File: config.mk
export PLATFORM = sky130hd
export DESIGN_NAME = spi_i2c_share_master
export DESIGN_NICKNAME = d
export VERILOG_FILES = /design/src/rtl/spi_i2c_share_pkg.sv /design/src/rtl/spi_share_tick.sv /design/src/rtl/spi_share_shifter.sv /design/src/rtl/spi_share_recover.sv /design/src/rtl/spi_i2c_share_master.sv
export SDC_FILE = /design/constraint.sdc
export NUM_CORES = 1
export LEC_CHECK = 0
export BUFFER_PORTS_ARGS = -buffer_cell sky130_fd_sc_hd__buf_2
export CAP_MARGIN = 20
export CELL_PAD_IN_SITES_DETAIL_PLACEMENT = 1
export CELL_PAD_IN_SITES_GLOBAL_PLACEMENT = 1
export CORE_ASPECT_RATIO = 1.2
export CORE_MARGIN = 2
export CORE_UTILIZATION = 45
export DETAILED_ROUTE_END_ITERATION = 12
export HOLD_SLACK_MARGIN = 0.02
export PLACE_DENSITY_LB_ADDON = 0.1
export REMOVE_ABC_BUFFERS = 1
export SYNTH_ARGS = -nofsm -noshare
export SYNTH_HDL_FRONTEND = slang
export SYNTH_SLANG_ARGS = --single-unit
File: constraint.sdc
create_clock -name clk -period 2.3 [get_ports clk]
set_input_delay 0.46 -clock clk [delete_from_list [all_inputs] [get_ports clk]]
set_output_delay 0.46 -clock clk [all_outputs]
set_load 0.02 [all_outputs]
File: src/rtl/spi_i2c_share_pkg.sv
package spi_i2c_share_pkg;

   typedef enum logic [1:0] {
      OP_SELECT   = 2'd0,
      OP_DESELECT = 2'd1,
      OP_XFER     = 2'd2,
      OP_RECOVER  = 2'd3
   } share_op_e;

endpackage

File: src/rtl/spi_share_tick.sv
module spi_share_tick #(
   parameter int DIV_W = 8
) (
   input  logic             clk,
   input  logic             rst_n,
   input  logic             run,
   input  logic [DIV_W-1:0] div_q,
   output logic             tick
);

   logic [DIV_W-1:0] cnt;

   always_ff @(posedge clk or negedge rst_n) begin
      if (!rst_n) begin
         cnt <= '0;
      end else if (!run || cnt == div_q) begin
         cnt <= '0;
      end else begin
         cnt <= cnt + 1'b1;
      end
   end

   assign tick = run && (cnt == div_q);

endmodule

File: src/rtl/spi_share_shifter.sv
module spi_share_shifter #(
   parameter int DATA_W = 8
) (
   input  logic              clk,
   input  logic              rst_n,
   input  logic              start,
   input  logic [DATA_W-1:0] tx_byte,
   input  logic              tick,
   input  logic              miso,
   output logic              active,
   output logic              sck,
   output logic              mosi,
   output logic              done,
   output logic [DATA_W-1:0] rx_byte
);

   localparam int PH_N = 2 * DATA_W;
   localparam int PH_W = $clog2(PH_N);
   localparam logic [PH_W-1:0] PH_LAST = PH_W'(PH_N - 1);

   logic [PH_W-1:0]   ph;
   logic [DATA_W-1:0] sh_tx;
   logic [DATA_W-1:0] sh_rx;

   always_ff @(posedge clk or negedge rst_n) begin
      if (!rst_n) begin
         active  <= 1'b0;
         sck     <= 1'b1;
         mosi    <= 1'b1;
         done    <= 1'b0;
         ph      <= '0;
         sh_tx   <= '0;
         sh_rx   <= '0;
         rx_byte <= '0;
      end else begin
         done <= 1'b0;
         if (start) begin
            active <= 1'b1;
            sck    <= 1'b0;
            mosi   <= tx_byte[DATA_W-1];
            sh_tx  <= {tx_byte[DATA_W-2:0], 1'b0};
            ph     <= '0;
         end else if (active && tick) begin
            if (ph == PH_LAST) begin
               active  <= 1'b0;
               sck     <= 1'b1;
               mosi    <= 1'b1;
               done    <= 1'b1;
               rx_byte <= sh_rx;
            end else if (!ph[0]) begin
               sck   <= 1'b1;
               sh_rx <= {sh_rx[DATA_W-2:0], miso};
               ph    <= ph + 1'b1;
            end else begin
               sck   <= 1'b0;
               mosi  <= sh_tx[DATA_W-1];
               sh_tx <= {sh_tx[DATA_W-2:0], 1'b0};
               ph    <= ph + 1'b1;
            end
         end
      end
   end

endmodule

File: src/rtl/spi_share_recover.sv
module spi_share_recover #(
   parameter int PULSES = 9
) (
   input  logic clk,
   input  logic rst_n,
   input  logic start,
   input  logic tick,
   output logic active,
   output logic scl,
   output logic sda_oe,
   output logic sda_lvl
);

   localparam int STEPS = 2 * PULSES + 3;
   localparam int ST_W  = $clog2(STEPS + 1);
   localparam logic [ST_W-1:0] ST_PULSE_END = ST_W'(2 * PULSES);
   localparam logic [ST_W-1:0] ST_DRIVE     = ST_W'(2 * PULSES + 1);
   localparam logic [ST_W-1:0] ST_LAST      = ST_W'(STEPS - 1);

   logic [ST_W-1:0] st;

   always_ff @(posedge clk or negedge rst_n) begin
      if (!rst_n) begin
         active <= 1'b0;
         st     <= '0;
      end else if (start) begin
         active <= 1'b1;
         st     <= '0;
      end else if (active && tick) begin
         if (st == ST_LAST) begin
            active <= 1'b0;
         end else begin
            st <= st + 1'b1;
         end
      end
   end

   always_comb begin
      if (!active) begin
         scl     = 1'b1;
         sda_oe  = 1'b1;
         sda_lvl = 1'b1;
      end else begin
         scl     = (st < ST_PULSE_END) ? st[0] : (st == ST_LAST);
         sda_oe  = (st >= ST_DRIVE);
         sda_lvl = (st < ST_PULSE_END);
      end
   end

endmodule

File: src/rtl/spi_i2c_share_master.sv
module spi_i2c_share_master
   import spi_i2c_share_pkg::*;
#(
   parameter int DIV_W          = 8,
   parameter int DATA_W         = 8,
   parameter int RECOVER_PULSES = 9
) (
   input  logic              clk,
   input  logic              rst_n,
   input  logic [DIV_W-1:0]  clk_div,
   input  logic              cmd_valid,
   input  logic [1:0]        cmd_op,
   input  logic [DATA_W-1:0] cmd_data,
   output logic              busy,
   output logic              rx_valid,
   output logic [DATA_W-1:0] rx_data,
   output logic              cs_oe,
   output logic              cs_lvl,
   output logic              sck_oe,
   output logic              sck_lvl,
   output logic              mosi_oe,
   output logic              mosi_lvl,
   input  logic              miso
);

   generate
      if (DATA_W < 2) begin : g_bad_data_w
         $error("DATA_W must be at least 2");
      end
      if (DIV_W < 1) begin : g_bad_div_w
         $error("DIV_W must be at least 1");
      end
      if (RECOVER_PULSES < 1) begin : g_bad_pulses
         $error("RECOVER_PULSES must be at least 1");
      end
   endgenerate

   share_op_e        op;
   logic             init_done;
   logic             cs_reg;
   logic [DIV_W-1:0] div_q;
   logic             accept;
   logic             x_start;
   logic             r_start;
   logic             tick;
   logic             x_active;
   logic             x_sck;
   logic             x_mosi;
   logic             r_active;
   logic             r_scl;
   logic             r_sda_oe;
   logic             r_sda_lvl;

   assign op      = share_op_e'(cmd_op);
   assign busy    = !init_done || x_active || r_active;
   assign accept  = cmd_valid && !busy;
   assign x_start = accept && (op == OP_XFER) && !cs_reg;
   assign r_start = accept && (op == OP_RECOVER) && cs_reg;

   always_ff @(posedge clk or negedge rst_n) begin
      if (!rst_n) begin
         init_done <= 1'b0;
         cs_reg    <= 1'b1;
         div_q     <= '0;
      end else begin
         init_done <= 1'b1;
         if (accept) begin
            div_q <= clk_div;
            if (op == OP_SELECT) begin
               cs_reg <= 1'b0;
            end else if (op == OP_DESELECT) begin
               cs_reg <= 1'b1;
            end
         end
      end
   end

   spi_share_tick #(.DIV_W(DIV_W)) u_tick (
      .clk   (clk),
      .rst_n (rst_n),
      .run   (x_active || r_active),
      .div_q (div_q),
      .tick  (tick)
   );

   spi_share_shifter #(.DATA_W(DATA_W)) u_shift (
      .clk     (clk),
      .rst_n   (rst_n),
      .start   (x_start),
      .tx_byte (cmd_data),
      .tick    (tick),
      .miso    (miso),
      .active  (x_active),
      .sck     (x_sck),
      .mosi    (x_mosi),
      .done    (rx_valid),
      .rx_byte (rx_data)
   );

   spi_share_recover #(.PULSES(RECOVER_PULSES)) u_recover (
      .clk     (clk),
      .rst_n   (rst_n),
      .start   (r_start),
      .tick    (tick),
      .active  (r_active),
      .scl     (r_scl),
      .sda_oe  (r_sda_oe),
      .sda_lvl (r_sda_lvl)
   );

   assign cs_oe    = init_done;
   assign cs_lvl   = r_active ? r_scl : cs_reg;
   assign sck_oe   = init_done;
   assign sck_lvl  = x_sck;
   assign mosi_oe  = init_done && (r_active ? r_sda_oe : 1'b1);
   assign mosi_lvl = r_active ? r_sda_lvl : x_mosi;

endmodule

==> flow_results.org <==
** Setup path
- Max FO, Critical Path :: 5
- Worst EP required :: 1840 ps
- Crit Path Category :: reg -> out
- Worst-path cell with the longest stage delay :: sky130_fd_sc_hd__dfrtp_1
- Startpoint types :: register
- Max incr delay on CP :: 460 ps
- Crit path arrival time :: 1660 ps
- Walking the worst path, the cells encountered are inv_1, ha_1, nand4b_1, and2_1, a21oi_1, buf_2.
- Kind of end point of the critical path :: output pin

** Timing
- Final worst path period share :: 92.1%
- The smallest clock period supported by the final layout is computed as 2120 ps.
- Clock skew on the completed layout was measured at 4.93 ps.
- In the post-route analysis, the smallest setup slack over all paths is 181 ps.
- Final-report max-slew violation count :: 0
- The number of failing hold endpoints at the final stage came to 0.
- Setup repair after global routing missed its margin :: false
- In this run the tightest slew margin relative to its limit is 57.3%.
- For the pin with the worst max-slew slack, the measured transition is 636 ps.
- Static timing analysis puts the maximum clock frequency at 472 MHz.
- Setup violations remaining at the end of the flow were counted as 0.

** Clocking
- The clock reaches the later pin of the worst-skew pair after 310 ps.
- TritonCTS buffer count :: 5
- In this run the clock root is driven by a sky130_fd_sc_hd__clkbuf_8.
- Post_cts resized :: 0
- Clock-pin slew was measured on the worst setup and hold paths at 90 ps.
- Post-CTS Setup Inserts :: 0
- Clock Path Buffers :: 2
- The clock tree synthesis step divided the H-tree into 2 levels.
- In this run, post-CTS hold repair placed 0 buffers.
- Clock Sink Count :: 55
- Clock tree from TritonCTS :: done

** Die
- Once the floorplan was initialized, standard cells occupied 46.5% of the core.
- During I/O placement, the number of pins put on the boundary was 38.
- The die covers 6490 um^2.
- Core box area :: 5670 um^2
- The die is 73.9 um wide.
- Die Height :: 87.8 um
- After floorplanning, the core was divided into 30 placement rows.

** Synthesis
- Yosys printed 0 warnings.
- After synthesis the netlist holds a flip-flop and latch count of 55.
- Dominant register cell in the synthesized netlist :: sky130_fd_sc_hd__dfrtp_1
- Fraction of synthesis flops using an asynchronous set or reset pin :: 100%
- Part of the Yosys area used for sequential elements :: 52.3%
- Fraction of synthesized cell area taken by the top area cell type :: 49.4%
- Largest cells by area after synthesis :: sky130_fd_sc_hd__dfrtp_1, sky130_fd_sc_hd__mux2_2, sky130_fd_sc_hd__mux2_4
- The cell area that synthesis handed to floorplanning was 2640 um^2.
- Cell taking the most area after synthesis :: sky130_fd_sc_hd__dfrtp_1
- Counting flops with a built-in enable in the synthesized netlist gives 0.
- The cell count after synthesis came out at 219.
- Each instance of the synthesized netlist takes up on average 12.0 um^2.
- Synth cell types :: 43
- Counting instances in the post-synthesis netlist gives the leading cell types as sky130_fd_sc_hd__dfrtp_1, sky130_fd_sc_hd__nor2_1, sky130_fd_sc_hd__mux2_2.
- Leading cell type by number of instances after synthesis :: sky130_fd_sc_hd__dfrtp_1

** Layout
- Layout area overhead :: 15.9%
- Antenna Diode Count :: 0
- Cell Count, Final, Fillers Out :: 345
- The layout has 608 filler cells.
- Layout cell share with drive strength beyond 1 :: 35.8%
- For this run, the post-layout net count is 290.

** Routing
- Summed over all layers, the routed wires come to 5.27 mm.
- For this run, design rule violations remaining after detail routing come to 0.
- Number of nets still failing antenna checks after routing :: 0
- Before antenna repair, the detailed router went through 4 iterations.
- Via/cell ratio :: 5.10
- Average wire per standard cell :: 15.3 um
- Total via count after detailed routing :: 1,760
- Starting DRC count in detailed routing :: 79

** Global routing
- Summed over all layers, the global routing overflow is 0.
- The via count of the first global-routing pass is 1,850.
- In the global route stage, overall resource usage came out at 18.4%.
- Wire length of the first global-routing pass :: 9.18 mm
- The initial antenna violation count came to 0.
- Pin count of the biggest net entering global routing :: 29

** Place
- Placed Cells :: 337
- At the placement stage, the worst setup path has a slack of 298 ps.
- Final Wtd Congestion :: 0.751
- During placement, the flow inserted port buffers numbering 37.
- The HPWL after detailed placement is 3.85 mm.

** Power and ir drop
- Max rail drop VDD :: 0.636 mV
- Dividing total power by cell area gives a power density of 992 nW/um^2.
- For this design the static power due to leakage is 1.42 nW.

** Min path
- The min-delay analysis places its worst path in the category in -> async.

** Outcome
- Run status :: complete, no violations

** Job
- Max-Cap Viols :: 0
-- power breakdown --
group,internal [W],leakage (nW),total (W),switching [W]
Combinational,0.000439,0.718,0.000932,0.000493
Clock,0.000274,0.0505,0.000585,0.000310
Sequential,0.00123,0.651,0.00151,0.000285
Total,0.00194,1.42,0.00303,0.00109
-- final timing paths --
path | from | end | slack, ps | cells after the start
max in group asynchronous | rst_n | u_shift.sck | 1850 | 2
worst max-delay path | u_recover.st[0] | cs_lvl | 180 | 6
min in group clk | cmd_data[0] | u_shift.sh_tx[1] | 350 | 3
worst max register to register | u_shift.active | u_shift.sh_rx[6] | 320 | 5
worst min register to register | u_shift.rx_byte[3] | u_shift.rx_byte[3] | 510 | 1
worst min-delay path | rst_n | u_recover.st[1] | 140 | 2
-- worst max-delay path, delay by kind of cell, from the launching register on --
family	cells	cell delay [ps]
simple gates	2	330
flops	1	460
compound gates	1	140
fa+ha+maj	1	140
buf+inv	2	280
-- layout make-up --
cell class / instances / area, um^2 / area share (%)
Sequential cell: 55 / 1380 / 45.2
Multi-Input combinational cell: 150 / 1200 / 39.2
Timing Repair Buffer: 45 / 245 / 8.03
Tap cell: 80 / 100 / 3.28
Clock buffer: 7 / 96.3 / 3.15
Inverter: 7 / 26.3 / 0.860
Clock inverter: 1 / 7.51 / 0.246
-- layout by cell type, fill, tap and decap left out, types with 2 or more instances in the layout --
cell and count:
sky130_fd_sc_hd__mux2_2 18, sky130_fd_sc_hd__nand4_1 4, sky130_fd_sc_hd__xor2_1 5, sky130_fd_sc_hd__o31ai_1 3
sky130_fd_sc_hd__buf_4 8, sky130_fd_sc_hd__mux2_4 8, sky130_fd_sc_hd__buf_2 37, sky130_fd_sc_hd__nor2_1 26
sky130_fd_sc_hd__o21ai_0 5, sky130_fd_sc_hd__nor3_1 3, sky130_fd_sc_hd__clkbuf_8 7, sky130_fd_sc_hd__xnor2_1 9
sky130_fd_sc_hd__ha_1 4, sky130_fd_sc_hd__a21oi_1 8, sky130_fd_sc_hd__dfstp_2 3, sky130_fd_sc_hd__nand2b_1 2
sky130_fd_sc_hd__xnor2_2 3, sky130_fd_sc_hd__inv_1 7, sky130_fd_sc_hd__mux2i_1 7, sky130_fd_sc_hd__dfrtp_1 52
sky130_fd_sc_hd__nand2_1 9, sky130_fd_sc_hd__nand3_1 9, sky130_fd_sc_hd__and3_1 5, sky130_fd_sc_hd__nor4_1 2
-- metrics by stage --
| step | util (%) | power, W | instance area, um^2 | TNS, ps | hold WS [ps] |
|---|---|---|---|---|---|
| finish | 53.9 | 0.00303 | 3050 | 0 | 145 |
| global route | 53.9 | 0.00325 | 3050 | 0 | 169 |
| detailed placement | 52.1 | 0.00247 | 2950 | 0 | 493 |
| global placement | 52.1 | 0.00243 | 2950 | 0 | 486 |
| CTS | 53.9 | 0.00307 | 3050 | 0 | 149 |
| floorplan | - | 0.00219 | 2600 | -7830 | 164 |
-- per-layer routing --
layer / routed length [um] / GRT usage [%] / part of all wire [%]
met5: 0 / 0 / 0
met4: 78 / 6.45 / 1.5
met3: 178 / 2.99 / 3.4
met2: 2620 / 30.1 / 50
met1: 2400 / 24.8 / 45
-- logic make-up (layout without fill, tap and decap cells) --
kind of cell             after synthesis  count (layout)  share of synthesized area (%)
XOR/XNOR                              18              18                           7.55
AND/OR/NAND/NOR                       72              72                           15.7
buffers and inverters                 14              60                           2.42
adder cells (fa/ha/maj)                4               4                           1.90
flip-flops                            55              55                           52.3
multiplexers                          33              33                           14.9
AO/OA/AOI/OAI                         22              22                           5.03
other                                  1               1                          0.142
No activity file was read; power rests on OpenSTA's default activity.
